$ cat src/rtl/ctl_ep_pkg.sv
package ctl_ep_pkg;

    localparam int BYTE_W    = 8;
    localparam int NUM_FLAGS = 5;

    // flag bit positions inside the flag register
    localparam int FLG_BUF   = 0;
    localparam int FLG_DONE  = 1;
    localparam int FLG_STS   = 2;
    localparam int FLG_SETUP = 3;
    localparam int FLG_ERR   = 4;

    localparam logic [1:0] MODE_NORMAL = 2'b01;

    typedef enum logic [2:0] {
        STG_IDLE,
        STG_SETUP,
        STG_DOUT,
        STG_DIN,
        STG_STATUS
    } stage_e;

    typedef enum logic [1:0] {
        XFER_NODATA,
        XFER_WRITE,
        XFER_READ
    } xfer_e;

    typedef struct packed {
        logic setup_tok;
        logic setup_rdy;
        logic buf_rdy;
        logic hs_sent;
        logic err;
        logic tok_in;
        logic tok_out;
    } sie_evt_t;

    function automatic xfer_e decode_xfer(input logic dir_in, input logic len_zero);
        if (len_zero)
            return XFER_NODATA;
        else if (dir_in)
            return XFER_READ;
        else
            return XFER_WRITE;
    endfunction

    function automatic stage_e first_stage(input xfer_e kind);
        case (kind)
            XFER_WRITE: return STG_DOUT;
            XFER_READ:  return STG_DIN;
            default:    return STG_STATUS;
        endcase
    endfunction

endpackage

$ cat src/rtl/ctl_ep_stage.sv
module ctl_ep_stage
    import ctl_ep_pkg::*;
(
    input  logic     clk,
    input  logic     rst,
    input  sie_evt_t evt,
    input  logic     dir_in,
    input  logic     len_zero,
    output stage_e   stage,
    output logic     sts_enter
);

    stage_e stage_q;
    stage_e stage_d;

    always_comb begin
        stage_d   = stage_q;
        sts_enter = 1'b0;
        if (evt.setup_tok) begin
            stage_d = STG_SETUP;
        end else begin
            case (stage_q)
                STG_SETUP: begin
                    if (evt.setup_rdy)
                        stage_d = first_stage(decode_xfer(dir_in, len_zero));
                end
                STG_DOUT: begin
                    if (evt.tok_in) begin
                        stage_d   = STG_STATUS;
                        sts_enter = 1'b1;
                    end
                end
                STG_DIN: begin
                    if (evt.tok_out) begin
                        stage_d   = STG_STATUS;
                        sts_enter = 1'b1;
                    end
                end
                STG_STATUS: begin
                    if (evt.hs_sent)
                        stage_d = STG_IDLE;
                end
                default: ;
            endcase
        end
    end

    always_ff @(posedge clk) begin
        if (rst)
            stage_q <= STG_IDLE;
        else
            stage_q <= stage_d;
    end

    assign stage = stage_q;

endmodule

$ cat src/rtl/ctl_ep_flags.sv
module ctl_ep_flags #(
    parameter int N = 5
) (
    input  logic         clk,
    input  logic         rst,
    input  logic [N-1:0] set,
    input  logic [N-1:0] clr,
    output logic [N-1:0] q
);

    genvar i;
    generate
        for (i = 0; i < N; i++) begin : g_flag
            logic bit_q;
            always_ff @(posedge clk) begin
                if (rst)
                    bit_q <= 1'b0;
                else if (set[i])
                    bit_q <= 1'b1;
                else if (clr[i])
                    bit_q <= 1'b0;
            end
            assign q[i] = bit_q;
        end
    endgenerate

endmodule

$ cat src/rtl/ctl_ep_regif.sv
module ctl_ep_regif
    import ctl_ep_pkg::*;
#(
    parameter int ADDR_W    = 2,
    parameter int CTRL_ADDR = 0,
    parameter int FLAG_ADDR = 1,
    parameter int N         = NUM_FLAGS
) (
    input  logic              clk,
    input  logic              rst,
    input  logic [ADDR_W-1:0] bus_addr,
    input  logic              bus_we,
    input  logic [BYTE_W-1:0] bus_wdata,
    input  logic              setup_tok,
    input  logic [N-1:0]      flags,
    output logic              cmpl_en,
    output logic [N-1:0]      sw_clr,
    output logic [BYTE_W-1:0] bus_rdata
);

    localparam logic [ADDR_W-1:0] A_CTRL = ADDR_W'(CTRL_ADDR);
    localparam logic [ADDR_W-1:0] A_FLAG = ADDR_W'(FLAG_ADDR);
    localparam int                PAD_W  = BYTE_W - N;

    logic wr_ctrl;
    logic wr_flag;
    logic unused_wdata_hi;

    assign wr_ctrl = bus_we && (bus_addr == A_CTRL);
    assign wr_flag = bus_we && (bus_addr == A_FLAG);
    assign unused_wdata_hi = ^bus_wdata[BYTE_W-1:N];

    genvar i;
    generate
        for (i = 0; i < N; i++) begin : g_clr
            assign sw_clr[i] = wr_flag && !bus_wdata[i];
        end
    endgenerate

    // SETUP withdraws completion permission, over any same-cycle write
    always_ff @(posedge clk) begin
        if (rst)
            cmpl_en <= 1'b0;
        else if (setup_tok)
            cmpl_en <= 1'b0;
        else if (wr_ctrl)
            cmpl_en <= bus_wdata[0];
    end

    always_ff @(posedge clk) begin
        if (rst)
            bus_rdata <= '0;
        else if (bus_addr == A_CTRL)
            bus_rdata <= {{(BYTE_W-1){1'b0}}, cmpl_en};
        else if (bus_addr == A_FLAG)
            bus_rdata <= {{PAD_W{1'b0}}, flags};
        else
            bus_rdata <= '0;
    end

endmodule

$ cat src/rtl/ctl_ep_events.sv
module ctl_ep_events
    import ctl_ep_pkg::*;
#(
    parameter int                  ADDR_W    = 2,
    parameter int                  CTRL_ADDR = 0,
    parameter int                  FLAG_ADDR = 1,
    parameter logic [NUM_FLAGS-1:0] IRQ_MASK = '1
) (
    input  logic              clk,
    input  logic              rst,
    input  logic              sie_setup_tok,
    input  logic              sie_setup_rdy,
    input  logic              sie_dir_in,
    input  logic              sie_len_zero,
    input  logic              sie_buf_rdy,
    input  logic              sie_hs_sent,
    input  logic              sie_err,
    input  logic              sie_tok_in,
    input  logic              sie_tok_out,
    input  logic [1:0]        resp_mode,
    input  logic [ADDR_W-1:0] bus_addr,
    input  logic              bus_we,
    input  logic [7:0]        bus_wdata,
    output logic [7:0]        bus_rdata,
    output logic              irq,
    output logic              status_ack,
    output logic              in_status
);

    sie_evt_t              evt;
    stage_e                stage;
    logic                  sts_enter;
    logic                  cmpl_en;
    logic [NUM_FLAGS-1:0]  flags;
    logic [NUM_FLAGS-1:0]  flag_set;
    logic [NUM_FLAGS-1:0]  sw_clr;
    logic [NUM_FLAGS-1:0]  flag_clr;

    assign evt = '{setup_tok: sie_setup_tok, setup_rdy: sie_setup_rdy,
                   buf_rdy:   sie_buf_rdy,   hs_sent:   sie_hs_sent,
                   err:       sie_err,       tok_in:    sie_tok_in,
                   tok_out:   sie_tok_out};

    ctl_ep_stage stage_i (
        .clk      (clk),
        .rst      (rst),
        .evt      (evt),
        .dir_in   (sie_dir_in),
        .len_zero (sie_len_zero),
        .stage    (stage),
        .sts_enter(sts_enter)
    );

    ctl_ep_regif #(
        .ADDR_W   (ADDR_W),
        .CTRL_ADDR(CTRL_ADDR),
        .FLAG_ADDR(FLAG_ADDR),
        .N        (NUM_FLAGS)
    ) regif_i (
        .clk      (clk),
        .rst      (rst),
        .bus_addr (bus_addr),
        .bus_we   (bus_we),
        .bus_wdata(bus_wdata),
        .setup_tok(sie_setup_tok),
        .flags    (flags),
        .cmpl_en  (cmpl_en),
        .sw_clr   (sw_clr),
        .bus_rdata(bus_rdata)
    );

    always_comb begin
        flag_set            = '0;
        flag_set[FLG_BUF]   = sie_buf_rdy;
        flag_set[FLG_DONE]  = sie_hs_sent;
        flag_set[FLG_STS]   = sts_enter && !cmpl_en;
        flag_set[FLG_SETUP] = sie_setup_rdy;
        flag_set[FLG_ERR]   = sie_err;
        flag_clr            = sw_clr;
        flag_clr[FLG_ERR]   = sw_clr[FLG_ERR] || sie_setup_tok;
    end

    ctl_ep_flags #(.N(NUM_FLAGS)) flags_i (
        .clk(clk),
        .rst(rst),
        .set(flag_set),
        .clr(flag_clr),
        .q  (flags)
    );

    assign irq        = |(flags & IRQ_MASK);
    assign status_ack = cmpl_en && (resp_mode == MODE_NORMAL);
    assign in_status  = (stage == STG_STATUS);

endmodule

$ cat config.mk
export PLATFORM = sky130hd
export DESIGN_NAME = ctl_ep_events
export DESIGN_NICKNAME = d
export VERILOG_FILES = /design/src/rtl/ctl_ep_pkg.sv /design/src/rtl/ctl_ep_stage.sv /design/src/rtl/ctl_ep_flags.sv /design/src/rtl/ctl_ep_regif.sv /design/src/rtl/ctl_ep_events.sv
export SDC_FILE = /design/constraint.sdc
export NUM_CORES = 1
export LEC_CHECK = 0
export BUFFER_PORTS_ARGS = -buffer_cell sky130_fd_sc_hd__clkbuf_2
export CORE_MARGIN = 5
export CORE_UTILIZATION = 41
export CTS_CLUSTER_SIZE = 20
export DETAILED_ROUTE_END_ITERATION = 8
export PLACE_DENSITY = 0.86
export SLEW_MARGIN = 10
export SYNTH_ARGS = -nofsm -noshare
export SYNTH_HDL_FRONTEND = slang
export SYNTH_SLANG_ARGS = --single-unit
$ cat constraint.sdc
create_clock -name clk -period 1.4 [get_ports clk]
set_clock_uncertainty 0.1 [all_clocks]
set_input_delay 0.28 -clock clk [delete_from_list [all_inputs] [get_ports clk]]
set_output_delay 0.28 -clock clk [all_outputs]
set_load 0.01 [all_outputs]
==> summary.md <==
| Metric | Value |
|---|---|
| TritonRoute pass-1 iters | `4` |
| WP data required | `1.02 ns` |
| Synth Area in Simple Gates | `23.4%` |
| Post-synthesis cell count | `67` |
| HPWL Detailed | `1.11 mm` |
| First-pass GRT wire length | `2.30 mm` |
| P_leak | `0.000425 uW` |
| Pwr dens | `953 nW/um^2` |
| Final min period | `1.38 ns` |
| M1 GR Usage | `14.2%` |
| Clk pin slew, worst setup/hold paths | `0.08 ns` |
| Synth Area per Inst | `9.09 um^2` |
| Starting Density | `41.9%` |
| Synth Warn # | `0` |
| Synthesized cell area | `609 um^2` |
| Top cells by count, synth | `dfxtp_1, a21oi_1, nor2_1, o21ai_0` |
| Total negative slack | `0 ns` |
| Largest net degree at the start of global routing | `12` |
| Die area | `2360 um^2` |
| Initial antenna violation count | `0` |
| First-iteration detailed-routing DRC count | `6` |
| Synth Area in Adders | `0%` |
| Post-Layout Inst Area | `853 um^2` |
| FMAX | `723 MHz` |
| Most frequent cell after synthesis | `dfxtp_1` |
| Vias | `582` |
| VDD IR max | `0.397 mV` |
| Top cell type by total area after synthesis | `dfxtp_1` |
| Layout cells sized above 1 | `46.1%` |
| Yosys cell types | `24` |
| Routability cong. | `0.753` |
| Area Growth Syn to Fin | `40.0%` |
| Die Y | `48.6 um` |
| DR vias/cell | `4.93` |
| CTS tree | `done` |
| # IOs | `35` |
| Hold Fails Final Rpt | `0` |
| Dpl cell area | `751 um^2` |
| Global route total overflow | `0` |
| DIE WIDTH | `48.6 um` |
| Crit path DAT | `1.00 ns` |
| Met3 Use GR | `5.21%` |
| CTS max path bufs | `2` |
| Synth top area cells | `dfxtp_1, a21oi_1, o21ai_0` |
| Total track usage | `12.2%` |
| Fin. max-slew vios | `0` |
| CTS Hold Bufs | `0` |
| Crit start category | `register` |
| Period utilisation layout | `98.7%` |
| Crit end category | `primary output` |
| Input/output buffers | `28` |
| M2 GR Usage | `17.8%` |
| CTS sink cnt | `14` |
| Synth Area in XOR/XNOR | `0%` |
| Mux contribution to synthesized area | `5.75%` |
| Largest family of logic cells by synthesized area | `simple AND/OR/NAND/NOR gates` |
| Commonest register cell after synthesis | `dfxtp_1` |
| CTS root buffer | `clkbuf_4` |
| Synth Area in Compound Gates | `17.5%` |
| GRT Max-Usage Layer | `met2` |
| Final setup fails | `0` |
| WL final | `1.46 mm` |
| CTS H-tree lvls | `1` |
| Vias in the first global route | `529` |
| Final net count | `127` |
| CTS Buf Count | `3` |
| Drt wl/cell | `12.3 um` |
| HP Class | `in2reg` |
| Core Area | `1450 um^2` |
| Ant. Diodes | `0` |
| FP Rows | `14` |
| Post-synthesis sequential area ratio | `46.0%` |
| Top cell type's share of synthesized area | `46.0%` |
| Clk_lat worst skew | `0.27 ns` |
| Final ANT Viol Nets | `0` |
| Kind of critical path | `reg2out` |
| Run status | `finished clean` |
| Yosys reg bits | `14` |
| Max Cap Viol | `0` |
| Share of flip-flops with an asynchronous set or reset | `0%` |
| Drt drc | `0` |
| RSZ-0062 raised after global routing | `true` |
| Number of synthesized flops with an enable pin | `0` |
| Critical path fanouts, max | `4` |
sequential cells by signal, summed over array words and instances (netlist names):
register / count
flags_i.g_flag.bit_q: 5
regif_i.cmpl_en: 1
regif_i.bus_rdata: 5
stage_i.stage: 3
cells in the final DEF (no fill, tap or decap), drive strengths merged:
cell type and n:
nand3b 1, a2111oi 1, nor3 3, nand4b 1, clkbuf 31, a21oi 6
buf 6, o21ai 6, and4b 1, nor2 6, and3b 1, inv 4
nor2b 2, nor3b 2, o221a 1, mux2 1, a211oi 2, nand2 3
mux2i 2, nand2b 1, conb 3, and3 4, dfxtp 14
kinds of logic (layout without fill, tap and decap cells):
kind of cell / Yosys count / after routing
AND/OR/NAND/NOR: 25 / 25
AO/OA/AOI/OAI: 16 / 16
flip-flops: 14 / 14
buffers and inverters: 8 / 41
multiplexers: 3 / 3
other: 1 / 3
routing by layer:
layer	vias up	wire length (um)
li1	302	-
met1	252	584
met2	24	679
met3	4	151
met4	0	40
met5	-	0
critical path: stages, from the launching register on:
cell     delay, ns
dfxtp_4       0.37
nor3b_4       0.20
buf_2         0.16
timing repair:
action | in CTS | in global routing
resized for setup | 5 | 6
setup endpoints to repair | 1 | 2
buffers inserted | 1 | 4
cloned | 0 | 0
pin swaps | 0 | 2
final cells by class:
type                       count  area [um^2]
multi-input combinational     47          312
fill                         126          601
timing repair buffer          33          178
clock buffer                   4         36.3
sequential                    14          293
inverter                       4         15.0
tap                           16         20.0
stage by stage:
stage | instances | setup WS [ns] | utilization (%) | total power, uW | hold slack (ns)
after floorplan | 69 | 0.172 | - | 490 | 0.256
after global placement | 109 | 0.121 | 51.6 | 530 | 0.373
after detailed placement | 109 | 0.100 | 51.6 | 534 | 0.379
after CTS | 114 | 0.0138 | 55.7 | 815 | 0.112
after global routing | 118 | -0.0492 | 58.7 | 856 | 0.0977
final | 118 | 0.0176 | 58.7 | 813 | 0.117
worst paths after layout:
path	start	endpoint	slack (ns)	depth (start not counted)
setup reg to reg	stage_i.stage[2]	stage_i.stage[2]	0.10	4
hold reg to reg	flags_i.g_flag[2].bit_q	flags_i.g_flag[2].bit_q	0.39	2
hold / removal	sie_err	flags_i.g_flag[4].bit_q	0.12	3
setup / recovery	stage_i.stage[1]	in_status	0.02	2
power breakdown:
group	switching [uW]	total, uW	internal (uW)
combinational	52.9	107	54.2
sequential	14.0	425	411
clock	124	282	158
total	191	813	623
Power figures use the tool's default switching activity.
